<file path="config.mk">
export PLATFORM = sky130hd
export DESIGN_NAME = interval_counter_channel
export DESIGN_NICKNAME = d
export VERILOG_FILES = /design/src/rtl/ictr_pkg.sv /design/src/rtl/ictr_ctrl.sv /design/src/rtl/ictr_datapath.sv /design/src/rtl/interval_counter_channel.sv
export SDC_FILE = /design/constraint.sdc
export NUM_CORES = 1
export LEC_CHECK = 0
export BUFFER_PORTS_ARGS = -buffer_cell sky130_fd_sc_hd__buf_2
export CORE_MARGIN = 3
export CORE_UTILIZATION = 40
export CTS_CLUSTER_SIZE = 16
export DETAILED_ROUTE_END_ITERATION = 16
export MAX_ROUTING_LAYER = met4
export SYNTH_ARGS = -nofsm -noshare
export SYNTH_HDL_FRONTEND = slang
export SYNTH_SLANG_ARGS = --single-unit
</file>
<file path="constraint.sdc">
create_clock -name clk -period 6.6 [get_ports clk]
set_input_delay 0.99 -clock clk [delete_from_list [all_inputs] [get_ports clk]]
set_output_delay 0.99 -clock clk [all_outputs]
set_load 0.05 [all_outputs]
</file>
<file path="src/rtl/ictr_pkg.sv">
package ictr_pkg;

    typedef enum logic [1:0] {
        ST_RUN   = 2'd0,
        ST_LOAD  = 2'd1,
        ST_ARMED = 2'd2
    } ictr_state_e;

    typedef enum logic [2:0] {
        MD_TERMINAL  = 3'd0,
        MD_ONESHOT   = 3'd1,
        MD_RATE      = 3'd2,
        MD_SQUARE    = 3'd3,
        MD_SW_STROBE = 3'd4,
        MD_HW_STROBE = 3'd5
    } ictr_mode_e;

    // codes 6 and 7 fold onto the two repeating modes
    function automatic ictr_mode_e norm_mode(input logic [2:0] code);
        if (code[2:1] == 2'b11) return ictr_mode_e'({1'b0, code[1:0]});
        return ictr_mode_e'(code);
    endfunction

    function automatic logic is_periodic(input ictr_mode_e m);
        return (m == MD_RATE) || (m == MD_SQUARE);
    endfunction

    function automatic logic edge_restarts(input ictr_mode_e m);
        return (m == MD_ONESHOT) || (m == MD_RATE) || (m == MD_SQUARE) || (m == MD_HW_STROBE);
    endfunction

    function automatic logic level_holds(input ictr_mode_e m);
        return (m == MD_TERMINAL) || (m == MD_RATE) || (m == MD_SQUARE) || (m == MD_SW_STROBE);
    endfunction

endpackage

</file>
<file path="src/rtl/ictr_ctrl.sv">
module ictr_ctrl
    import ictr_pkg::*;
#(
    parameter int CW = 16
) (
    input  logic          clk,
    input  logic          rst_n,
    input  logic          tick,
    input  logic          gate,
    input  logic          load,
    input  logic [2:0]    mode_in,
    input  logic [CW-1:0] count_in,
    output ictr_mode_e    mode_q,
    output logic [CW:0]   init_q,
    output logic [CW:0]   go_val,
    output logic          go,
    output logic          step,
    output logic          armed,
    output logic          run,
    output logic          gate_q
);

    localparam logic [CW:0] FULL_COUNT = {1'b1, {CW{1'b0}}};

    ictr_state_e   state_q, state_d;
    ictr_mode_e    pend_mode_q;
    logic [CW-1:0] pend_cnt_q;
    logic [CW:0]   pend_init;
    logic          trig_q, rise, apply, restart, hold_hi_q;

    assign rise      = gate & ~gate_q;
    assign pend_init = (pend_cnt_q == '0) ? FULL_COUNT : {1'b0, pend_cnt_q};

    // next state
    always_comb begin
        state_d = state_q;
        unique case (state_q)
            ST_LOAD:  if (tick) state_d = (pend_mode_q == MD_ONESHOT) ? ST_ARMED : ST_RUN;
            ST_ARMED: if (tick && trig_q) state_d = ST_RUN;
            ST_RUN:   state_d = ST_RUN;
            default:  state_d = ST_RUN;
        endcase
        if (load) state_d = ST_LOAD;
    end

    // state register
    always_ff @(posedge clk or negedge rst_n) begin
        if (!rst_n) state_q <= ST_RUN;
        else        state_q <= state_d;
    end

    // outputs of the machine
    always_comb begin
        apply   = 1'b0;
        restart = 1'b0;
        step    = 1'b0;
        unique case (state_q)
            ST_LOAD:  apply   = tick && !load;
            ST_ARMED: restart = tick && trig_q;
            ST_RUN: begin
                restart = tick && trig_q && edge_restarts(mode_q);
                step    = tick && !restart && (gate_q || !level_holds(mode_q));
            end
            default: ;
        endcase
        go     = apply | restart;
        go_val = apply ? pend_init : init_q;
        armed  = hold_hi_q;
        run    = (state_q == ST_RUN);
    end

    // configuration and gate capture
    always_ff @(posedge clk or negedge rst_n) begin
        if (!rst_n) begin
            mode_q      <= MD_SQUARE;
            init_q      <= FULL_COUNT;
            pend_mode_q <= MD_SQUARE;
            pend_cnt_q  <= '0;
            gate_q      <= 1'b0;
            trig_q      <= 1'b0;
            hold_hi_q   <= 1'b0;
        end else begin
            gate_q <= gate;
            trig_q <= rise | (trig_q & ~tick);
            if (load) begin
                pend_mode_q <= norm_mode(mode_in);
                pend_cnt_q  <= count_in;
            end
            if (apply) begin
                mode_q    <= pend_mode_q;
                init_q    <= pend_init;
                hold_hi_q <= (pend_mode_q == MD_ONESHOT);
            end else if (restart) begin
                hold_hi_q <= 1'b0;
            end
        end
    end

endmodule

</file>
<file path="src/rtl/ictr_datapath.sv">
module ictr_datapath
    import ictr_pkg::*;
#(
    parameter int CW = 16
) (
    input  logic          clk,
    input  logic          rst_n,
    input  ictr_mode_e    mode,
    input  logic [CW:0]   init,
    input  logic          go,
    input  logic [CW:0]   go_val,
    input  logic          step,
    input  logic          armed,
    output logic          out,
    output logic [CW-1:0] count
);

    logic [CW:0]   el_q;
    logic [CW-1:0] dn_q;
    logic          past_q;
    logic [CW+1:0] sum, dbl, fold;
    logic [CW:0]   half;

    always_ff @(posedge clk or negedge rst_n) begin
        if (!rst_n) begin
            el_q   <= '0;
            dn_q   <= '0;
            past_q <= 1'b0;
        end else if (go) begin
            el_q   <= '0;
            dn_q   <= go_val[CW-1:0];
            past_q <= 1'b0;
        end else if (step) begin
            if (is_periodic(mode)) begin
                el_q   <= (el_q == init - 1'b1) ? '0 : el_q + 1'b1;
                past_q <= 1'b1;
            end else begin
                if (el_q <= init) el_q <= el_q + 1'b1;
                dn_q <= dn_q - 1'b1;
            end
        end
    end

    assign sum  = {1'b0, init} + 1'b1;
    assign half = sum[CW+1:1];
    assign dbl  = {el_q, 1'b0};
    assign fold = (dbl >= {1'b0, init}) ? dbl - {1'b0, init} : dbl;

    always_comb begin
        out   = 1'b0;
        count = dn_q;
        unique case (mode)
            MD_TERMINAL: out = (el_q >= init);
            MD_ONESHOT:  out = armed | (el_q >= init);
            MD_RATE: begin
                out   = past_q && (el_q == '0);
                count = init[CW-1:0] - el_q[CW-1:0];
            end
            MD_SQUARE: begin
                out   = (el_q < half);
                count = init[CW-1:0] - fold[CW-1:0];
            end
            MD_SW_STROBE, MD_HW_STROBE: out = (el_q == init);
            default: ;
        endcase
    end

endmodule

</file>
<file path="src/rtl/interval_counter_channel.sv">
module interval_counter_channel
    import ictr_pkg::*;
#(
    parameter int CW = 16
) (
    input  logic          clk,
    input  logic          rst_n,
    input  logic          tick,
    input  logic          gate,
    input  logic          load,
    input  logic [2:0]    mode_in,
    input  logic [CW-1:0] count_in,
    output logic [CW-1:0] count_o,
    output logic          out_o,
    output logic          gate_o
);

    ictr_mode_e  mode_q;
    logic [CW:0] init_q, go_val;
    logic        go, step, armed, st_run;

    ictr_ctrl #(.CW(CW)) u_ctrl (
        .clk      (clk),
        .rst_n    (rst_n),
        .tick     (tick),
        .gate     (gate),
        .load     (load),
        .mode_in  (mode_in),
        .count_in (count_in),
        .mode_q   (mode_q),
        .init_q   (init_q),
        .go_val   (go_val),
        .go       (go),
        .step     (step),
        .armed    (armed),
        .run      (st_run),
        .gate_q   (gate_o)
    );

    ictr_datapath #(.CW(CW)) u_dp (
        .clk    (clk),
        .rst_n  (rst_n),
        .mode   (mode_q),
        .init   (init_q),
        .go     (go),
        .go_val (go_val),
        .step   (step),
        .armed  (armed),
        .out    (out_o),
        .count  (count_o)
    );

endmodule

</file>
==> impl_metrics.json <==
{
  "worstSetupEndpointType": "output pin",
  "antenna_found_initial": 0,
  "number_of_global_route_vias_before_repair": 6467,
  "hold_path.startpoint": "u_ctrl.pend_mode_q[1]$_DFFE_PN1P_",
  "fp.dieW_um": 139,
  "synth_cell_types": 69,
  "clkSinkCount": 78,
  "areaGrowthSynthToFinish_pct": 12.4,
  "max_root_sink_buffers": 2,
  "wl_per_cell_um": 18.8,
  "grt_first_pass_wirelength_um": 35300,
  "worst_clock_skew_ns": 0.00604,
  "synth-seq-area-share_pct": 27.6,
  "synth-main-ff-cell": "sky130_fd_sc_hd__dfrtp_1",
  "grt_max_degree": 57,
  "port-buffer-count": 41,
  "post_synth_instance_area_um2": 7100,
  "chipHeight_um": 139,
  "grt_util_all_layers_pct": 23.4,
  "clkSlewWorstSetupHoldPaths_ns": 0.06,
  "power.leakage_nw": 3.35,
  "placedCellCount": 1131,
  "synthesis.yosys.warnings": 0,
  "cts_max_level": 3,
  "num_antenna_cells": 0,
  "outcome": "completed",
  "clk_latency_ns": 0.35,
  "cp_max_fo": 7,
  "synth_area_leader_cell": "sky130_fd_sc_hd__dfrtp_1",
  "commonest_non_fill_non_tap_cell_in_the_layout": "sky130_fd_sc_hd__nand2_1",
  "io_pins": 42,
  "drt_iter0_markers": 552,
  "final.fill_count": 1728,
  "required_time_of_the_critical_path_ns": 5.61,
  "cp_slowest_stage_delay_ns": 0.54,
  "worstReg2RegEnd": "u_dp.el_q[2]$_DFFE_PN0P_",
  "path_common_cell": "sky130_fd_sc_hd__a21oi_1",
  "drt_first_pass_iters": 6,
  "die_outline_area_um2": 19400,
  "fp.coreArea_um2": 17400,
  "hold_viol": 0,
  "timing.max_slew.rel_slack_pct": 23.5,
  "remaining_drc_errors": 0,
  "synthesized_instance_count": 876,
  "drv.max_cap_violation_count": 0,
  "largest_cells_by_area_after_synthesis": "sky130_fd_sc_hd__dfrtp_1, sky130_fd_sc_hd__ha_1, sky130_fd_sc_hd__nand2_1",
  "via_per_inst": 5.81,
  "hold_path_end": "u_ctrl.mode_q[1]$_DFFE_PN1P_",
  "synth-seq-cells": 78,
  "yosys.area.top_type_share_pct": 25.7,
  "path_class_of_the_lowest_slack_min_delay_path": "reg -> reg",
  "cts-buffers-inserted": 9,
  "detailed_place_hpwl_um": 16800,
  "achievable_clock_frequency_mhz": 161,
  "start_util_pct": 40.9,
  "critPathLaunchType": "flop",
  "period_needed_ns": 6.19,
  "rows": 48,
  "multi_input_comb_area_um2": 4790,
  "grt_overflow": 0,
  "hold_path_cell_cnt": 2,
  "synth_async_sr_flop_share_pct": 100,
  "clockRootBuffer": "sky130_fd_sc_hd__clkbuf_16",
  "finalNetCount": 1016,
  "irDropWorstVdd_mv": 0.319,
  "origin_of_the_critical_flop_to_flop_path": "u_ctrl.init_q[3]$_DFF_PN0_",
  "postSynthAreaPerCell_um2": 8.11,
  "cp_max_stage_cell": "sky130_fd_sc_hd__dfrtp_1",
  "worst-setup-path-type": "reg -> out",
  "post-route-period-util_pct": 93.8,
  "layout_common_cells": "sky130_fd_sc_hd__nand2_1, sky130_fd_sc_hd__dfrtp_1, sky130_fd_sc_hd__ha_1",
  "dr_total_vias": 6681,
  "grt_setup_unrepaired": "no",
  "synth_edf_count": 0,
  "ff2ff_setup_slack_ns": 2.65,
  "pwr_density_cell_nw_per_um2": 425,
  "path_cells": "inv_1 -> ha_1 -> o21ai_0 -> inv_1 -> a21boi_1 -> o211ai_1 -> nand2_2 -> nand2_1 -> a21oi_1 -> a21oi_1 -> fa_1 -> a21o_1 -> a21oi_1 -> o21bai_1 -> a21oi_1 -> a21oi_1 -> a311o_1 -> a31oi_1 -> xor2_1 -> o21ai_1 -> clkbuf_4",
  "share_of_post_route_cells_with_drive_strength_above_1_pct": 14.7,
  "timing_worst_slew_pin_value_ns": 1.15,
  "worst_reg_to_reg_path_cell_count": 9,
  "cp_data_arrival_time_ns": 5.20,
  "report.final.slew_viol_count": 0,
  "finalNonFillerCells": 1150,
  "antenna_left": 0,
  "setup_viol_count_final": 0,
  "regArea_um2": 1960,
  "routabilityCongestion": 1.04,
  "cts_tree": "done",
  "routed_wl_um": 21700,
  "setup_total_negative_slack_ns": 0,
  "syn-num-nets": 972
}
==> Yosys cell counts (10+ instances only) <==
cell type,number
sky130_fd_sc_hd__nand3_1,34
sky130_fd_sc_hd__o22ai_1,16
sky130_fd_sc_hd__a21oi_1,55
sky130_fd_sc_hd__a31oi_1,18
sky130_fd_sc_hd__clkbuf_1,32
sky130_fd_sc_hd__o211ai_1,12
sky130_fd_sc_hd__inv_1,48
sky130_fd_sc_hd__nor2_1,46
sky130_fd_sc_hd__dfrtp_1,73
sky130_fd_sc_hd__nand4_1,11
sky130_fd_sc_hd__nand2_1,109
sky130_fd_sc_hd__nor4_1,18
sky130_fd_sc_hd__xor2_1,12
sky130_fd_sc_hd__nor3_1,22
sky130_fd_sc_hd__ha_1,70
sky130_fd_sc_hd__o21ai_0,64
sky130_fd_sc_hd__a211oi_1,10
sky130_fd_sc_hd__a21o_1,14
sky130_fd_sc_hd__mux2_2,20
sky130_fd_sc_hd__xnor2_1,45
sky130_fd_sc_hd__or3_1,14
==> critical path, delay by kind of cell, from the launching register on <==
family | cells | cell delay [ns]
AO/OA/AOI/OAI | 13 | 2.52
XOR/XNOR | 1 | 0.17
adder cells (fa/ha/maj) | 2 | 0.84
buffers and inverters | 3 | 0.52
flip-flops | 1 | 0.54
AND/OR/NAND/NOR | 2 | 0.27
==> stage by stage <==
| stage | util (%) | hold WS [ns] | cell area (um2) | setup WS, ns | power [mW] |
|---|---|---|---|---|---|
| after floorplan | - | 0.438 | 7100 | 0.112 | 2.29 |
| after global placement | 44.0 | 0.452 | 7630 | 0.538 | 2.84 |
| after detailed placement | 44.0 | 0.452 | 7630 | 0.501 | 2.83 |
| after CTS | 45.7 | 0.463 | 7940 | 0.0753 | 3.37 |
| after global routing | 46.0 | 0.494 | 7980 | 0.00824 | 3.68 |
| final | 46.0 | 0.463 | 7980 | 0.408 | 3.39 |
==> where the power goes <==
group          switching, mW  leakage [nW]  total (mW)  internal [mW]
Combinational           1.32          2.26        2.14          0.820
Sequential             0.147         0.952       0.735          0.588
Clock                  0.221         0.139       0.517          0.296
==> layer usage <==
layer / vias to the layer above / share of wire [%] / global-route usage, %
met2: 214 / 44 / 36.1
met1: 3112 / 46 / 30.4
met5: - / 0 / -
met4: 0 / 4.7 / 9.94
met3: 63 / 5.5 / 3.99
li1: 3292 / - / -
==> how the worst max path moves through the flow <==
stage | startpoint | end | slack [ns]
finish | u_ctrl.init_q[5]$_DFF_PN0_ | count_o[14] | 0.41
global route | u_ctrl.init_q[5]$_DFF_PN0_ | count_o[14] | 0.008
CTS | u_ctrl.init_q[2]$_DFF_PN0_ | count_o[14] | 0.08
detailed placement | u_ctrl.init_q[2]$_DFF_PN0_ | count_o[15] | 0.50
global placement | u_ctrl.init_q[3]$_DFF_PN0_ | count_o[14] | 0.54
floorplan | u_ctrl.init_q[0]$_DFF_PN0_ | count_o[7] | 0.11
==> state kept, by name (all words and copies together) (netlist names) <==
name and cells:
u_ctrl.pend_mode_q 3, u_ctrl.trig_q 1, u_ctrl.gate_q 1, u_ctrl.pend_cnt_q 16, u_dp.past_q 1, u_dp.dn_q 16, u_ctrl.mode_q 3, u_ctrl.armed 1
u_ctrl.init_q 17, u_dp.el_q 17, u_ctrl.state_q 2
==> kinds of logic (layout without fill, tap and decap cells) <==
family | Yosys count | after routing | share of synthesized area (%)
adder cells (fa/ha/maj) | 72 | 72 | 12.9
flip-flops | 78 | 78 | 27.6
XOR/XNOR | 57 | 57 | 7.03
AND/OR/NAND/NOR | 312 | 312 | 22.0
buffers and inverters | 91 | 140 | 5.18
AO/OA/AOI/OAI | 244 | 244 | 21.8
multiplexers | 22 | 22 | 3.45
==> area by class of cell <==
cell class                      count  area share [%]
Tap cell                          225            3.53
Clock buffer                       10            2.87
Sequential cell                    78            24.6
Timing Repair Buffer               73            5.64
Multi-Input combinational cell    707            60.1
Inverter                           51            2.45
Clock inverter                      6           0.893
==> repair_timing <==
item	in CTS	in global routing
hold endpoints to repair	0	0
endpoints found under the setup margin	0	6
buffers inserted	0	3
hold buffers	0	0
gates resized for setup	0	12
(Power assumes the default switching activity.)
